File: config.mk
export PLATFORM = sky130hd
export DESIGN_NAME = buck_mode_ctrl
export DESIGN_NICKNAME = d
export VERILOG_FILES = /design/src/rtl/buck_mode_pkg.sv /design/src/rtl/mode_run_filter.sv /design/src/rtl/pfm_pulse_gen.sv /design/src/rtl/gate_interlock.sv /design/src/rtl/buck_mode_ctrl.sv
export SDC_FILE = /design/constraint.sdc
export NUM_CORES = 1
export LEC_CHECK = 0
export ABC_CLOCK_PERIOD_IN_PS = 2500
export CORE_MARGIN = 2
export CORE_UTILIZATION = 49
export CTS_CLUSTER_DIAMETER = 150
export CTS_CLUSTER_SIZE = 25
export DETAILED_ROUTE_END_ITERATION = 12
export GPL_TIMING_DRIVEN = 1
export PLACE_DENSITY = 0.72
export SLEW_MARGIN = 10
export SYNTH_ARGS = -nofsm -noshare
export SYNTH_HDL_FRONTEND = slang
export SYNTH_HIERARCHICAL = 1
export SYNTH_SLANG_ARGS = --single-unit
File: constraint.sdc
create_clock -name clk -period 2.5 [get_ports clk]
set_input_delay 0.5 -clock clk [delete_from_list [all_inputs] [get_ports clk]]
set_output_delay 0.5 -clock clk [all_outputs]
set_load 0.05 [all_outputs]
File: src/rtl/buck_mode_pkg.sv
package buck_mode_pkg;

    typedef enum logic [2:0] {
        ST_OFF       = 3'd0,
        ST_SOFTSTART = 3'd1,
        ST_PWM       = 3'd2,
        ST_TO_HYST   = 3'd3,
        ST_HYST      = 3'd4,
        ST_TO_PWM    = 3'd5
    } mode_state_e;

    localparam int unsigned NUM_RUN_FILTERS = 2;
    localparam int unsigned FILT_POSITIVE   = 0;
    localparam int unsigned FILT_NEGATIVE   = 1;

endpackage

File: src/rtl/mode_run_filter.sv
// Counts consecutive matching samples; reports completion on the
// RUN_LEN-th match. Cleared whenever disabled or on a mismatch.
module mode_run_filter #(
    parameter int unsigned RUN_LEN = 8
) (
    input  logic clk,
    input  logic rst_n,
    input  logic enable,
    input  logic match,
    output logic run_done
);
    localparam int unsigned CNT_W = (RUN_LEN > 2) ? $clog2(RUN_LEN) : 1;
    localparam logic [CNT_W-1:0] LAST = CNT_W'(RUN_LEN - 1);

    logic [CNT_W-1:0] cnt_q;

    always_ff @(posedge clk or negedge rst_n) begin
        if (!rst_n) begin
            cnt_q <= '0;
        end else if (!enable || !match) begin
            cnt_q <= '0;
        end else if (cnt_q != LAST) begin
            cnt_q <= cnt_q + 1'b1;
        end
    end

    assign run_done = enable && match && (cnt_q == LAST);

endmodule

File: src/rtl/pfm_pulse_gen.sv
// Hysteretic-mode gate wishes: PFM pulse on the high side, low side as
// a synchronous rectifier that is blocked once the switch node turns positive.
module pfm_pulse_gen (
    input  logic clk,
    input  logic rst_n,
    input  logic active,
    input  logic vout_lo,
    input  logic vout_hi,
    input  logic sw_pos,
    output logic want_hs,
    output logic want_ls
);
    logic pulse_q;
    logic block_q;

    always_comb begin
        want_hs = active && (pulse_q || vout_lo) && !vout_hi;
        want_ls = active && !want_hs && !block_q && !sw_pos;
    end

    always_ff @(posedge clk or negedge rst_n) begin
        if (!rst_n) begin
            pulse_q <= 1'b0;
            block_q <= 1'b0;
        end else begin
            pulse_q <= want_hs;
            if (!active || want_hs) begin
                block_q <= 1'b0;
            end else if (sw_pos) begin
                block_q <= 1'b1;
            end
        end
    end

endmodule

File: src/rtl/gate_interlock.sv
// Registered gate requests with break-before-make: a gate can only turn
// on if the opposite gate was off in the previous cycle.
module gate_interlock (
    input  logic clk,
    input  logic rst_n,
    input  logic force_off,
    input  logic want_hs,
    input  logic want_ls,
    input  logic diode_cut,
    output logic hs_on,
    output logic ls_on
);
    logic hs_q;
    logic ls_q;
    logic hs_d;
    logic ls_d;

    always_comb begin
        hs_d = !force_off && want_hs && !ls_q;
        ls_d = !force_off && want_ls && !want_hs && !hs_q;
    end

    always_ff @(posedge clk or negedge rst_n) begin
        if (!rst_n) begin
            hs_q <= 1'b0;
            ls_q <= 1'b0;
        end else begin
            hs_q <= hs_d;
            ls_q <= ls_d;
        end
    end

    assign hs_on = hs_q;
    assign ls_on = ls_q && !diode_cut;

endmodule

File: src/rtl/buck_mode_ctrl.sv
module buck_mode_ctrl
    import buck_mode_pkg::*;
#(
    parameter int unsigned RUN_LEN = 8
) (
    input  logic clk,
    input  logic rst_n,
    input  logic en,
    input  logic uvlo_ok,
    input  logic ss_done,
    input  logic sw_pos,
    input  logic pwm_hs,
    input  logic vout_lo,
    input  logic vout_hi,
    input  logic vout_drop,
    output logic hs_on,
    output logic ls_on,
    output logic mode_hyst,
    output logic pgood_en,
    output logic pwm_inhibit
);
    mode_state_e state_q;
    mode_state_e state_d;

    logic run_ok;
    logic [NUM_RUN_FILTERS-1:0] flt_en;
    logic [NUM_RUN_FILTERS-1:0] flt_match;
    logic [NUM_RUN_FILTERS-1:0] flt_done;

    logic pfm_active;
    logic pfm_hs;
    logic pfm_ls;
    logic pwm_sel;
    logic force_off;
    logic want_hs;
    logic want_ls;
    logic diode_cut;

    assign run_ok = en && uvlo_ok;

    // Run filters: positive run armed in PWM, negative run armed in hysteretic.
    assign flt_en[FILT_POSITIVE]    = (state_q == ST_PWM);
    assign flt_match[FILT_POSITIVE] = sw_pos;
    assign flt_en[FILT_NEGATIVE]    = (state_q == ST_HYST);
    assign flt_match[FILT_NEGATIVE] = !sw_pos;

    for (genvar g = 0; g < NUM_RUN_FILTERS; g++) begin : g_filt
        mode_run_filter #(
            .RUN_LEN (RUN_LEN)
        ) u_filt (
            .clk      (clk),
            .rst_n    (rst_n),
            .enable   (flt_en[g]),
            .match    (flt_match[g]),
            .run_done (flt_done[g])
        );
    end

    // State register
    always_ff @(posedge clk or negedge rst_n) begin
        if (!rst_n) begin
            state_q <= ST_OFF;
        end else begin
            state_q <= state_d;
        end
    end

    // Next-state logic
    always_comb begin
        state_d = state_q;
        if (!run_ok) begin
            state_d = ST_OFF;
        end else begin
            unique case (state_q)
                ST_OFF:       state_d = ST_SOFTSTART;
                ST_SOFTSTART: if (ss_done) state_d = ST_PWM;
                ST_PWM:       if (flt_done[FILT_POSITIVE]) state_d = ST_TO_HYST;
                ST_TO_HYST:   state_d = ST_HYST;
                ST_HYST:      if (vout_drop || flt_done[FILT_NEGATIVE]) state_d = ST_TO_PWM;
                ST_TO_PWM:    state_d = ST_PWM;
                default:      state_d = ST_OFF;
            endcase
        end
    end

    // Mode outputs decoded from the state
    always_comb begin
        mode_hyst   = 1'b0;
        pgood_en    = 1'b0;
        pwm_inhibit = 1'b0;
        unique case (state_q)
            ST_OFF, ST_SOFTSTART: begin
                pgood_en = 1'b0;
            end
            ST_PWM, ST_TO_HYST, ST_TO_PWM: begin
                pgood_en = 1'b1;
            end
            ST_HYST: begin
                pgood_en    = 1'b1;
                mode_hyst   = 1'b1;
                pwm_inhibit = 1'b1;
            end
            default: begin
                pgood_en = 1'b0;
            end
        endcase
    end

    // Gate wishes for the cycle that follows the coming edge
    assign pfm_active = (state_d == ST_HYST);
    assign pwm_sel    = (state_d == ST_SOFTSTART) || (state_d == ST_PWM);
    assign force_off  = (state_d == ST_OFF) || (state_d == ST_TO_HYST) ||
                        (state_d == ST_TO_PWM);
    assign want_hs    = pwm_sel ? pwm_hs  : pfm_hs;
    assign want_ls    = pwm_sel ? !pwm_hs : pfm_ls;
    assign diode_cut  = (state_q == ST_HYST) && sw_pos;

    pfm_pulse_gen u_pfm (
        .clk     (clk),
        .rst_n   (rst_n),
        .active  (pfm_active),
        .vout_lo (vout_lo),
        .vout_hi (vout_hi),
        .sw_pos  (sw_pos),
        .want_hs (pfm_hs),
        .want_ls (pfm_ls)
    );

    gate_interlock u_gates (
        .clk       (clk),
        .rst_n     (rst_n),
        .force_off (force_off),
        .want_hs   (want_hs),
        .want_ls   (want_ls),
        .diode_cut (diode_cut),
        .hs_on     (hs_on),
        .ls_on     (ls_on)
    );

endmodule

======== Word level (Yosys, flattened, before mapping) ========
Cells that the tools add are included.
storage, ports and cells
  input port bits ......................... 10
  flip-flop bits (word level) ............. 13
operators by class
  multiplexer cells ....................... 15
  reduce and logical (&&, ||, !) cells .... 44
  equal/unequal tests ..................... 14
  add/sub/neg operators ................... 2
operator list
  kind                                                             count
  3-bit two-way mux                                                8
  3-bit == test, second input constant                             6
  3-bit one-hot mux with 6 select lines                            1
  1-bit logical AND                                                17
  1-bit zero test                                                  13
  3-bit by 2-bit == test with 1-bit output, second input constant  4
  1-bit logical OR                                                 8
  3-bit by 1-bit adder with 3-bit output, second input constant    2
  3-bit by 1-bit == test with 1-bit output, second input constant  2
  3-bit zero test                                                  2
  1-bit two-way mux                                                6
  3-bit inequality test, second input constant                     2
  2-bit nonzero test                                               3
  4-bit OR reduction                                               1

======== Logic depth before layout (Yosys ltp) ========
Gate-level depths: netlist of run 1.
  depth in word-level cells ............... 18
  mapped depth ............................ 12
  depth with buffers taken out ............ 11

======== By module ========
The synthesis of run 1 kept the hierarchy.
modules (own cells, without submodules)
  module           cells each  sequential area each (um^2)  area an instance (um^2)  times used
  mode_run_filter  13          75.1                         151.4                    2
  buck_mode_ctrl   35          75.1                         301.5                    1
  pfm_pulse_gen    7           50.0                         91.3                     1
  gate_interlock   5           50.0                         78.8                     1

======== Worst setup path after synthesis of run 1 ========
OpenSTA, ideal clock, no wires.
  kind .................................... reg2reg
  start ................................... reg state_q[1]
  end ..................................... reg u_gates.ls_q
  data arrival time ....................... 3403 ps
  cell stages (with the launch flop) ...... 10
  buffers on the path ..................... 1
  clock period less this slack ............ 3498 ps
  setup slack ............................. -998 ps
  cell sequence ........................... dfrtp_1 buf_2 nor3b_1 and3_2 nor2_1 a21oi_1 o21a_4 mux2i_2 mux2_4 nor4b_2
on the way
  elaborated cells on any way between the ends .. 38
  those cells by class .................... eq/ne: 10; mux: 7; reduce/logical: 21
RTL lines
  element                                    RTL line               text
  from (decl)                                buck_mode_ctrl.sv:22   mode_state_e state_q;
  from (signal assigned)                     buck_mode_ctrl.sv:64   state_q <= state_d;
  3-bit == test (*)                          buck_mode_ctrl.sv:44   assign flt_en[FILT_NEGATIVE] = (state_q == ST_HYST);
  1-bit logical AND (*) (2 in series)        mode_run_filter.sv:27  assign run_done = enable && match && (cnt_q == LAST);
  named net flt_done[1]                      buck_mode_ctrl.sv:28   logic [NUM_RUN_FILTERS-1:0] flt_done;
  1-bit logical OR (*)                       buck_mode_ctrl.sv:79   ST_HYST: if (vout_drop || flt_done[FILT_NEGATIVE]) state_d = ST_TO_PWM;
  3-bit two-way mux (*)                      buck_mode_ctrl.sv:79
  3-bit one-hot mux with 6 select lines (*)  buck_mode_ctrl.sv:74   unique case (state_q)
  3-bit two-way mux (*)                      buck_mode_ctrl.sv:71   if (!run_ok) begin
  named net state_d[0]                       buck_mode_ctrl.sv:23   mode_state_e state_d;
  3-bit == test                              buck_mode_ctrl.sv:110  assign pfm_active = (state_d == ST_HYST);
  1-bit logical AND (2 in series)            pfm_pulse_gen.sv:17    want_hs = active && (pulse_q || vout_lo) && !vout_hi;
  1-bit two-way mux (*)                      buck_mode_ctrl.sv:114  assign want_hs = pwm_sel ? pwm_hs : pfm_hs;
  named net want_hs                          buck_mode_ctrl.sv:35   logic want_hs;
  1-bit zero test (*)                        gate_interlock.sv:20   ls_d = !force_off && want_ls && !want_hs && !hs_q;
  1-bit logical AND (*) (2 in series)        gate_interlock.sv:20
  named net u_gates.ls_d                     gate_interlock.sv:16   logic ls_d;
  to (signal assigned)                       gate_interlock.sv:29   ls_q <= ls_d;
  to (decl)                                  gate_interlock.sv:14   logic ls_q;
Mark *: on every way through the listed nets, which the timed path passes. The rest lies on a longest branch.
A chain may end at the register's enable or synchronous reset.

======== Worst setup path in the final report of run 1 ========
  start ................................... reg state_q[2]
  end ..................................... reg u_gates.ls_q
on the way
  elaborated cells on any way between the ends .. 38
  those cells by class .................... eq/ne: 10; mux: 7; reduce/logical: 21
RTL lines
  element                                       RTL line               text
  3-bit by 2-bit == test with 1-bit output (*)  buck_mode_ctrl.sv:42   assign flt_en[FILT_POSITIVE] = (state_q == ST_PWM);
  named net flt_en[0]                           buck_mode_ctrl.sv:26   logic [NUM_RUN_FILTERS-1:0] flt_en;
  1-bit logical AND (*) (2 in series)           mode_run_filter.sv:27
  named net flt_done[0]                         buck_mode_ctrl.sv:28
  3-bit two-way mux (*)                         buck_mode_ctrl.sv:77   ST_PWM: if (flt_done[FILT_POSITIVE]) state_d = ST_TO_HYST;
  3-bit one-hot mux with 6 select lines (*)     buck_mode_ctrl.sv:74
  3-bit two-way mux (*)                         buck_mode_ctrl.sv:71
  named net state_d[0]                          buck_mode_ctrl.sv:23
  3-bit == test                                 buck_mode_ctrl.sv:110
  1-bit logical AND (2 in series)               pfm_pulse_gen.sv:17
  1-bit two-way mux (*)                         buck_mode_ctrl.sv:114
  named net want_hs                             buck_mode_ctrl.sv:35
  1-bit zero test (*)                           gate_interlock.sv:20
  1-bit logical AND (*) (2 in series)           gate_interlock.sv:20
  named net u_gates.ls_d                        gate_interlock.sv:16
Marks and branches as above.

==> results of run 1 <==
## per-layer routing
metal	vias up	GRT usage [%]	wire length, um
met1	274	21.8	638
li1	292	-	-
met2	13	29.7	678
met4	0	9.09	12
met3	2	1.67	70
met5	-	0	0
## Yosys cell counts (all sizes together)
cell,number
dfrtp,13
nor2,11
mux2i,6
ha,4
nand2,4
a21oi,3
buf,3
inv,3
nor3b,3
xor2,3
and2,2
and3,2
nand2b,2
nor3,2
nor4b,2
o31ai,2
a31oi,1
and2b,1
mux2,1
nor2b,1
o21a,1
o21ai,1
o21ba,1
o21bai,1
## state kept, by name, indices dropped and copies added (netlist names)
name                 cells
u_pfm/pulse_q            1
u_gates/ls_q             1
state_q                  3
u_pfm/block_q            1
u_gates/hs_on            1
g_filt.u_filt/cnt_q      6
## critical path: cells and delay by family, from the launching register on
| kind | cells | cell delay (ps) |
|---|---|---|
| AND/OR/NAND/NOR | 5 | 880 |
| multiplexers | 2 | 570 |
| flip-flops | 1 | 470 |
| AO/OA/AOI/OAI | 2 | 320 |
## area by class of cell
class / count / area, um^2 / share of cell area, %
tap: 16 / 20.0 / 1.93
timing repair buffer: 20 / 200 / 19.3
multi-input combinational: 54 / 454 / 43.8
inverter: 3 / 11.3 / 1.09
sequential: 13 / 325 / 31.4
clock buffer: 4 / 26.3 / 2.53
## report_power, final
group | switching, uW | internal (uW) | total (uW)
Sequential | 3.92 | 212 | 216
Clock | 62.6 | 61.6 | 124
Combinational | 27.3 | 34.6 | 62.0
## kinds of logic (layout without fill, tap and decap cells)
logic type	count (synthesis)	count (layout)	synth area share, %
muxes	7	7	10.2
xor gates and xnor gates	3	3	3.39
adders and majority gates	4	4	6.46
AOI/OAI and AO/OA	10	10	10.0
DFF	13	13	42.0
and+or+nand+nor	30	30	23.4
buffers and inverters	6	27	4.52
## worst max path at each step
stage | from | to | slack, ps | cells after the start
after floorplan | state_q[1]$_DFF_PN0_ | u_gates/ls_q$_DFF_PN0_ | -50 | 9
after global placement | sw_pos | u_gates/ls_q$_DFF_PN0_ | -20 | 8
after detailed placement | sw_pos | u_gates/ls_q$_DFF_PN0_ | -200 | 11
after CTS | state_q[2]$_DFF_PN0_ | pwm_inhibit | 20 | 2
after global routing | state_q[2]$_DFF_PN0_ | u_gates/ls_q$_DFF_PN0_ | 1 | 9
final | state_q[2]$_DFF_PN0_ | u_gates/ls_q$_DFF_PN0_ | 160 | 9
## stage by stage
step | instance area, um^2 | hold slack (ps)
global route | 1040 | 465
global placement | 995 | 436
floorplan | 810 | 204
detailed placement | 995 | 430
CTS | 1020 | 446
finish | 1040 | 440
==> results.toml, run 1 <==
[status]
status = "finished clean"

[floorplanning]
num_io_pins = 15
dieArea_um2 = 1910
die_h_um = 43.8
start_util_pct = 52.0
die_x_um = 43.8
row_count = 14
core_um2 = 1490

[sta]
setup_ws_ps = 155
setup_violations = 0
slew_viol_final = 0
finalSetupTns_ps = 0
rsz0062_at_grt = "no"
fmax_mhz = 426
hold_viol = 0
final.period_utilization_pct = 93.8
fin_skew_ps = 7.62
fin_crit_ps = 2340
slew_headroom_pct = 63.3
tightestPinTransition_ps = 549

[global_routing]
antenna_found_initial = 0
grt_pass1_wl_mm = 2.51
overflow = 0
grt_use_total_pct = 17.4
grt_pass1_vias = 613
grt_start_max_net_pins = 14

[clock_tree]
clk_latency_ps = 270
path_clk_slew_ps = 70
cts-resized-gates = 0
ctsHoldBuffers = 0
cts_buffers = 3
cts_tree = "built"
post_cts_buffers = 0
root_buffer = "clkbuf_4"
h-tree-depth = 1
cts_max_path_buffers = 2
cts.sinks = 13

[synth]
synth.cell_area_um2 = 774
ys_seq_area_share_pct = 42.0
synthCells = 73
ys_warn_count = 6
synth-seq-cells = 13
synth_top_area_share_pct = 42.0
syn_nets = 87
avgSynthCellArea_um2 = 10.6
yosys.area.top_type = "dfrtp_1"
ys_types = 30
synth_area_leaders = "dfrtp_1 42%, ha_1 6.5%, mux2i_1 6.5%"

[place]
gp_congestion = 0.753
dp_hpwl_mm = 1.09
post-place-cells = 106
io_buffers = 14
dp_slack_ps = -196

[cells_and_area]
mostFrequentLayoutCell = "dfrtp_1"
area_growth_pct = 33.9
layout_common_cells = "13 x dfrtp_1, 11 x nor2_1, 11 x clkdlybuf4s50_1"
final_nets = 109
final_core_util_pct = 69.7
stdcell_count = 110
antenna_cells = 0
fill_cells = 113
drive_gt1_share_pct = 25.5

[detailed_routing]
detail_route.vias_per_cell = 5.28
drt_iter0_markers = 2
avgRoutedWirePerCell_um = 12.7
detail-route-antenna-nets = 0
first_pass_iters = 3
routed_wl_mm = 1.40
drcViolationCount = 0
vias = 581

[critical_path]
cp_max_fo = 9
r2r_cells = 9
timing.rr.end = "u_gates/ls_q$_DFF_PN0_"
crit-reg2reg-launch = "state_q[2]$_DFF_PN0_"
crit_path_end_kind = "flip-flop"
cpPeakStageDelay_ps = 470
crit_type = "flip-flop to flip-flop"
path_cells = "nand2b_1 > nor2_1 > and3_2 > nand2b_4 > a21oi_2 > o21a_4 > mux2i_4 > mux2_4 > nor4b_2"
arrival_ps = 2510
slowest_stage = "dfrtp_1"
cp-start-kind = "flip-flop"
cp.required_ps = 2670
r2r_slack_ps = 160

[job]
max_cap_violations = 0

[worst_hold_path]
hp-start = "u_gates/ls_q$_DFF_PN0_"
min_to = "u_gates/hs_on$_DFF_PN0_"
hp-class = "flip-flop to flip-flop"
hold_depth = 1

[pwr]
p_total_uw = 402
peakVddDrop_uv = 300
leakagePower_uw = 0.000520
p_per_area_nw_per_um2 = 388
Power figures use the tool's default switching activity.
==> inputs of run 2 (changes only) <==
--- a/config.mk
+++ b/config.mk
@@ -13,7 +13,6 @@
 export DETAILED_ROUTE_END_ITERATION = 12
 export GPL_TIMING_DRIVEN = 1
 export PLACE_DENSITY = 0.72
-export SLEW_MARGIN = 10
 export SYNTH_ARGS = -nofsm -noshare
 export SYNTH_HDL_FRONTEND = slang
 export SYNTH_HIERARCHICAL = 1
==> results of run 2 <==
Same layout as run 1: the final DEF is identical, and so are final timing and power.
